[src/rtl/dram_pd_seq.sv]
module dram_pd_seq #(
  parameter int CW = 8,
  parameter int RW = 12
) (
  input  logic          clk,
  input  logic          rst_n,
  input  logic          pd_req,
  input  logic          wake_req,
  input  logic          bank_open,
  input  logic          dll_fast,
  input  logic          ref_req,
  input  logic [CW-1:0] t_pd,
  input  logic [CW-1:0] t_cke,
  input  logic [CW-1:0] t_xp,
  input  logic [CW-1:0] t_xpdll,
  input  logic [RW-1:0] t_refi,
  output logic          cke,
  output logic [1:0]    cmd,
  output logic          gen_rdy,
  output logic          dll_rdy
);
  localparam int DW = RW + 4;
  localparam logic [1:0] CMD_DES = 2'b00;
  localparam logic [1:0] CMD_NOP = 2'b01;
  localparam logic [1:0] CMD_REF = 2'b10;

  typedef enum logic [1:0] {S_RST, S_UP, S_PD} st_t;

  st_t st_q, st_n;
  logic cke_q, cke_n, gen_q, gen_n, dll_q, dll_n;
  logic slow_q, slow_n, pdp_q, pdp_n, refp_q, refp_n;
  logic [1:0] cmd_q, cmd_n;
  logic [CW-1:0] pd_q, pd_n, ck_q, ck_n, xp_q, xp_n, xd_q, xd_n;
  logic [DW-1:0] dur_q, dur_n, nine_refi, dur_load;
  logic ref_want, pd_want, timers_idle, ref_go, do_enter, do_exit;

  function automatic logic [CW-1:0] dec(input logic [CW-1:0] v);
    return (v == '0) ? '0 : v - CW'(1);
  endfunction

  function automatic logic [CW-1:0] atleast1(input logic [CW-1:0] v);
    return (v == '0) ? CW'(1) : v;
  endfunction

  assign nine_refi   = DW'(t_refi) * DW'(9);
  assign dur_load    = (nine_refi < DW'(2)) ? '0 : nine_refi - DW'(2);
  assign ref_want    = ref_req | refp_q;
  assign pd_want     = pd_req | pdp_q;
  assign timers_idle = (xp_q == '0) && (xd_q == '0) && (ck_q == '0);
  assign ref_go      = (st_q == S_UP) && ref_want && gen_q;
  assign do_enter    = (st_q == S_UP) && pd_want && !ref_want && timers_idle;
  assign do_exit     = (st_q == S_RST) ||
                       ((st_q == S_PD) && (pd_q == '0) && (wake_req || dur_q == '0));

  always_comb begin
    st_n   = st_q;
    cke_n  = cke_q;
    cmd_n  = CMD_DES;
    slow_n = slow_q;
    pd_n   = dec(pd_q);
    ck_n   = dec(ck_q);
    xp_n   = dec(xp_q);
    xd_n   = dec(xd_q);
    dur_n  = (dur_q == '0) ? '0 : dur_q - DW'(1);
    refp_n = ref_want && !ref_go;
    pdp_n  = (st_q == S_UP) && pd_want && !do_enter;
    if (do_exit) begin
      st_n  = S_UP;
      cke_n = 1'b1;
      cmd_n = CMD_NOP;
      ck_n  = dec(t_cke);
      xp_n  = atleast1(t_xp);
      xd_n  = atleast1(t_xpdll);
      if (st_q == S_RST) slow_n = 1'b0;
    end else if (do_enter) begin
      st_n   = S_PD;
      cke_n  = 1'b0;
      pd_n   = dec(t_pd);
      dur_n  = dur_load;
      slow_n = !bank_open && !dll_fast;
    end
    if (ref_go) cmd_n = CMD_REF;
    gen_n = (st_n == S_UP) && (xp_n == '0);
    dll_n = (st_n == S_UP) && (slow_n ? (xd_n == '0) : (xp_n == '0));
  end

  always_ff @(posedge clk or negedge rst_n) begin
    if (!rst_n) begin
      st_q   <= S_RST;
      cke_q  <= 1'b0;
      cmd_q  <= CMD_DES;
      gen_q  <= 1'b0;
      dll_q  <= 1'b0;
      slow_q <= 1'b0;
      pdp_q  <= 1'b0;
      refp_q <= 1'b0;
      pd_q   <= '0;
      ck_q   <= '0;
      xp_q   <= '0;
      xd_q   <= '0;
      dur_q  <= '0;
    end else begin
      st_q   <= st_n;
      cke_q  <= cke_n;
      cmd_q  <= cmd_n;
      gen_q  <= gen_n;
      dll_q  <= dll_n;
      slow_q <= slow_n;
      pdp_q  <= pdp_n;
      refp_q <= refp_n;
      pd_q   <= pd_n;
      ck_q   <= ck_n;
      xp_q   <= xp_n;
      xd_q   <= xd_n;
      dur_q  <= dur_n;
    end
  end

  assign cke     = cke_q;
  assign cmd     = cmd_q;
  assign gen_rdy = gen_q;
  assign dll_rdy = dll_q;

  // run-length counters for the timing assertions
  logic [DW-1:0] low_run, high_run;
  always_ff @(posedge clk or negedge rst_n) begin
    if (!rst_n) begin
      low_run  <= '0;
      high_run <= '0;
    end else begin
      low_run  <= cke_n ? '0 : ((&low_run) ? low_run : low_run + DW'(1));
      high_run <= !cke_n ? '0 : ((&high_run) ? high_run : high_run + DW'(1));
    end
  end

  p_min_low_r3: assert property (@(posedge clk) disable iff (!rst_n)
    (st_q == S_PD && cke_n) |-> (low_run >= DW'(t_pd)));

  p_max_low_r4: assert property (@(posedge clk) disable iff (!rst_n)
    (st_q == S_PD) |-> (low_run < nine_refi));

  p_exit_nop_r5: assert property (@(posedge clk) disable iff (!rst_n)
    $rose(cke_q) |-> (cmd_q == CMD_NOP && !gen_q && !dll_q));

  p_low_des_r5: assert property (@(posedge clk) disable iff (!rst_n)
    !cke_q |-> (cmd_q == CMD_DES && !gen_q && !dll_q));

  p_min_high_r9: assert property (@(posedge clk) disable iff (!rst_n)
    (cke_q && !cke_n) |-> (high_run >= DW'(t_cke)));

  p_ref_gated_r11: assert property (@(posedge clk) disable iff (!rst_n)
    (cmd_q == CMD_REF) |-> $past(gen_q));

  p_ref_single_r11: assert property (@(posedge clk) disable iff (!rst_n)
    (cmd_q == CMD_REF) |=> (cmd_q != CMD_REF));
endmodule

[config.mk]
export PLATFORM = sky130hd
export DESIGN_NAME = dram_pd_seq
export DESIGN_NICKNAME = d
export VERILOG_FILES = /design/src/rtl/dram_pd_seq.sv
export SDC_FILE = /design/constraint.sdc
export NUM_CORES = 1
export LEC_CHECK = 0
export BUFFER_PORTS_ARGS = -buffer_cell sky130_fd_sc_hd__buf_2
export CAP_MARGIN = 20
export CORE_ASPECT_RATIO = 1.5
export CORE_MARGIN = 2
export CORE_UTILIZATION = 28
export DETAILED_ROUTE_END_ITERATION = 7
export HOLD_SLACK_MARGIN = 0.05
export PLACE_DENSITY = 0.42
export SLEW_MARGIN = 40
export SYNTH_ARGS = -nofsm -noshare
export SYNTH_HDL_FRONTEND = slang
export SYNTH_SLANG_ARGS = --single-unit
[constraint.sdc]
create_clock -name clk -period 3.1 [get_ports clk]
set_clock_uncertainty 0.15 [all_clocks]
set_input_delay 0.155 -clock clk [delete_from_list [all_inputs] [get_ports clk]]
set_output_delay 0.155 -clock clk [all_outputs]
set_load 0.01 [all_outputs]
-- Word-level counts from Yosys, hierarchy flattened
Cells that the tools add are included.
- $mul: 1
- multiplexer cells: 27
- $add $sub $neg: 8
- bitwise operators: 2
- eq/ne operators: 3
- order comparisons: 1
- reductions and logical operators: 34
- operator list (kind ; count):
    $mux 8 ; 13
    $logic_not 8->1 ; 10
    $mux 16 ; 4
    $sub 8x1->8 const B ; 6
    $logic_not 16->1 ; 1
    $lt 16x2->1 const B ; 1
    $mul 12x4->16 const B ; 1
    $sub 16x1->16 const B ; 1
    $sub 16x2->16 const B ; 1
    $logic_and 1x1->1 ; 14
    $mux 1 ; 7
    $mux 2 ; 3
    $logic_not 1->1 ; 5
    $eq 2x1->1 const B ; 2
    $eq 2x2->1 const B ; 1
    $logic_not 2->1 ; 1
    $logic_or 1x1->1 ; 2
    $or 1x1->1 ; 2
    $reduce_bool 2->1 ; 1
- output and inout port bits: 5
- flip-flop bits (word level): 58
- word-level logic and storage cells: 89

-- Logic depth before layout (Yosys ltp)
- word-level depth: 8
- depth in mapped cells: 11
- mapped depth without buffers: 10

-- Least setup slack after synthesis
No wires, ideal clock.
- path kind: input -> register
- start point: input t_refi[1]
- end point: register dur_q[10]
- cell stages on the path: 11
- data arrival time: 2.661 ns
- path slack: 0.161 ns
- cell sequence: ha_1 -> ha_1 -> fa_1 -> and3_1 -> o211ai_1 -> o311ai_1 -> nor4_4 -> nand4_1 -> o21ai_1 -> buf_2 -> o21ai_0
- longest elaborated chain between the ends: 5
- elaborated cells between the ends (all ways): 6
- classes of those cells: add/sub: 1; mul: 1; order compare: 1; mux: 3
- ends and longest elaborated chain (element ; RTL line ; text):
    from (decl) ; 16 ; input logic [RW-1:0] t_refi,
    $mul 12x4->16 * ; 45 ; assign nine_refi = DW'(t_refi) * DW'(9);
    $sub 16x2->16 / $lt 16x2->1 (equally long branches) ; 46 ; assign dur_load = (nine_refi < DW'(2)) ? '0 : nine_refi - DW'(2);
    $mux 16 * ; 46 ;
    $mux 16 * ; 75 ; end else if (do_enter) begin
    $mux 16 * ; 67 ; if (do_exit) begin
    net dur_n[10] ; 34 ; logic [DW-1:0] dur_q, dur_n, nine_refi, dur_load;
    to (signal assigned) ; 115 ; dur_q <= dur_n;
    to (decl) ; 34 ;
The timed path passes the listed nets; every way through them passes the cells marked *.
A chain may end at the register's enable or synchronous reset.

-- Worst setup path after layout
- start point: input t_refi[11]
- end point: register dur_q[12]
Same word-level chain as after synthesis.

==> impl_metrics.py <==
metrics = {
    "synth": {
        "async_flop_share_pct": 100,
        "ys_ff_latch": 58,
        "synthDistinctLibCells": 61,
        "synth_area_um2": 4190,
        "synth_most_common_cell": "dfrtp_1",
        "syn_avg_cell_area_um2": 8.64,
        "synth_ff_type": "dfrtp_1",
        "ys_warn_count": 0,
        "synth-edff-count": 0,
        "synth_nets": 563,
        "synth_area_leaders": "dfrtp_1 35%, ha_1 7.8%, xnor2_1 5.6%",
        "synth_top_cell_by_area": "dfrtp_1",
        "synth_top_cells_by_count": "58 x dfrtp_1, 49 x nand2_1, 43 x nor2_1",
        "seq_area_frac_synth_pct": 34.6,
        "synth_top_area_share_pct": 34.6,
        "netlist_instances": 485,
    },
    "setup_path": {
        "r2r-start": "dur_q[7]",
        "path_class": "input pin to register",
        "crit_path_start_kind": "input pin",
        "reg2reg_slack_ps": 220,
        "ff2ff_path_depth": 8,
        "critPathMaxFanout": 6,
        "worst_ep_required_time_ps": 3150,
        "end_kind": "register",
        "reg2reg_to": "ck_q[3]",
        "cp.arrival_ps": 2940,
    },
    "clock_tree": {
        "cts_sinks": 58,
        "cts.clk_slew.worst_paths_ps": 50,
        "cts_tree": "built",
        "cts_made_buffers": 9,
        "clock_latency_ps": 330,
        "cts_max_level": 3,
        "root_buffer": "clkbuf_16",
        "ctsLongestPathBuffers": 2,
    },
    "cells_and_area": {
        "final_nets": 677,
        "num_antenna_cells": 0,
        "area.growth.synth_to_final_pct": 31.7,
        "design_area_um2": 5520,
        "fillers": 1535,
        "final_cells": 800,
        "drive_gt1_share_pct": 18.5,
    },
    "placement": {
        "dp.cells": 753,
        "hpwl_mm": 8.83,
        "placed_area_um2": 4870,
        "place.gp.congestion": 0.794,
        "io_buffer_count": 55,
    },
    "grt": {
        "grt.total_usage_pct": 14.4,
        "antenna_found_initial": 0,
        "grt_pass1_wl_mm": 18.8,
        "grt_max_degree": 33,
        "grt_pass1_vias": 3999,
        "overflow": 0,
    },
    "floorplan": {
        "die_area_um2": 16000,
        "core_area_um2": 14600,
        "ios": 56,
        "rows": 54,
        "die_y_um": 154,
        "die_w_um": 104,
        "start_util_pct": 28.7,
    },
    "hold_path": {
        "min_from": "t_cke[4]",
        "hold_class": "input pin to register",
        "min_to": "ck_q[4]",
        "holdPathStages": 3,
    },
    "pwr": {
        "ir_drop_v": 0.000313,
        "p_leak_nw": 2.46,
        "power.density_nw_per_um2": 722,
        "power_mw": 3.99,
    },
    "detailed_routing": {
        "routedWlPerCell_um": 13.7,
        "post-route-drc-count": 0,
        "vias_per_cell": 4.86,
        "drt-total-wl_mm": 11.0,
        "ant_nets": 0,
        "num_vias": 3890,
        "drt_iter0_drc": 86,
        "first_pass_iters": 4,
    },
    "timing": {
        "fin_crit_ps": 2890,
        "maxSlewHeadroom_pct": 56.3,
        "period_share_pct": 93.2,
        "setup_tns_ps": 0,
        "setup_viol": 0,
        "max_freq_mhz": 346,
        "hold-worst-slack_ps": 58.6,
        "worstMarginPinSlew_ps": 649,
        "drv_slew": 0,
        "rsz0062_at_grt": "no",
        "hold_viol_final": 0,
    },
    "flow_run": {
        "max_cap_viol_count": 0,
    },
    "outcome": {
        "status": "complete, no violations",
    },
}
-- how the worst max path moves through the flow --
stage,from,to,slack [ps],cells after the start
finish,t_refi[11],dur_q[12],210,12
CTS,dur_q[7],ck_q[3],120,8
floorplan,t_refi[1],dur_q[10],160,11
global route,t_refi[11],dur_q[8],10,12
detailed placement,t_refi[1],dur_q[10],9,13
global placement,t_refi[4],dur_q[3],50,12
-- sequential cells by signal (all words and copies together), names as in the netlist --
| signal | flops |
|---|---|
| pdp_q | 1 |
| xp_q | 8 |
| dll_rdy | 1 |
| gen_rdy | 1 |
| cmd | 2 |
| slow_q | 1 |
| xd_q | 8 |
| dur_q | 16 |
| refp_q | 1 |
| pd_q | 8 |
| cke | 1 |
| ck_q | 8 |
| st_q | 2 |
-- power breakdown --
part	switching, mW	internal [mW]
Combinational	0.908	0.798
Clock	0.336	0.721
Sequential	0.218	1.01
Total	1.46	2.52
-- cell type report --
cell class / instances / area [um^2] / share of cell area (%)
inverters: 26 / 100 / 1.81
well taps: 196 / 245 / 4.44
clock inverters: 5 / 77.6 / 1.41
flip-flops and latches: 58 / 1450 / 26.3
clock buffers: 11 / 243 / 4.40
multi-input cells: 391 / 2610 / 47.3
repair buffers: 113 / 791 / 14.3
-- cells by family after synthesis --
group           Yosys count  share of synthesized area (%)
compound gates          115                           17.9
xor+xnor                 52                           10.9
fa+ha+maj                27                           8.24
buf+inv                  36                           3.49
flops                    58                           34.6
mux                       6                           1.46
simple gates            191                           23.4
-- per-stage QoR --
stage / worst slack [ps] / utilization [%]
after CTS: 121 / 37.7
after floorplan: 161 / -
after detailed placement: 8.93 / 33.4
after global placement: 53.5 / 33.4
after global routing: 10.2 / 37.8
final: 209 / 37.8
-- layer usage --
metal	part of all wire (%)	vias up	GRT usage [%]
met4	2.7	0	6.44
met2	55	52	27.7
met1	40	1826	15.6
li1	-	1993	-
met3	1.9	19	1.87
met5	0	-	0
-- worst max-delay path: stages --
cell           delay, ps
dlygate4sd3_1        530
buf_2                160
ha_1                 270
ha_1                 350
nand3_1              150
a211o_1              330
nand3_1              160
xnor2_1              110
buf_4                160
and2_1               150
a311oi_1             340
a21oi_1               70
-- cells in the final DEF (no fill, tap or decap), types with 6 or more instances in the layout --
master	Yosys	layout
a21o_1	6	6
a21oi_1	26	26
buf_2	3	54
buf_4	0	28
clkbuf_16	0	9
dfrtp_1	58	58
dlygate4sd3_1	0	31
ha_1	26	26
inv_1	25	25
nand2_1	49	49
nand3_1	15	15
nand4_1	7	7
nor2_1	43	43
nor3_1	22	22
nor4_1	12	11
o21ai_0	25	25
o22ai_1	12	12
o31ai_1	12	11
xnor2_1	27	27
xor2_1	25	25
-- repair_timing --
action,in CTS,in global routing
resized for setup,0,2
setup buffers,0,0
hold buffers,31,0
hold endpoints to repair,61,0
endpoints found under the setup margin,0,2
Power figures use the tool's default switching activity.
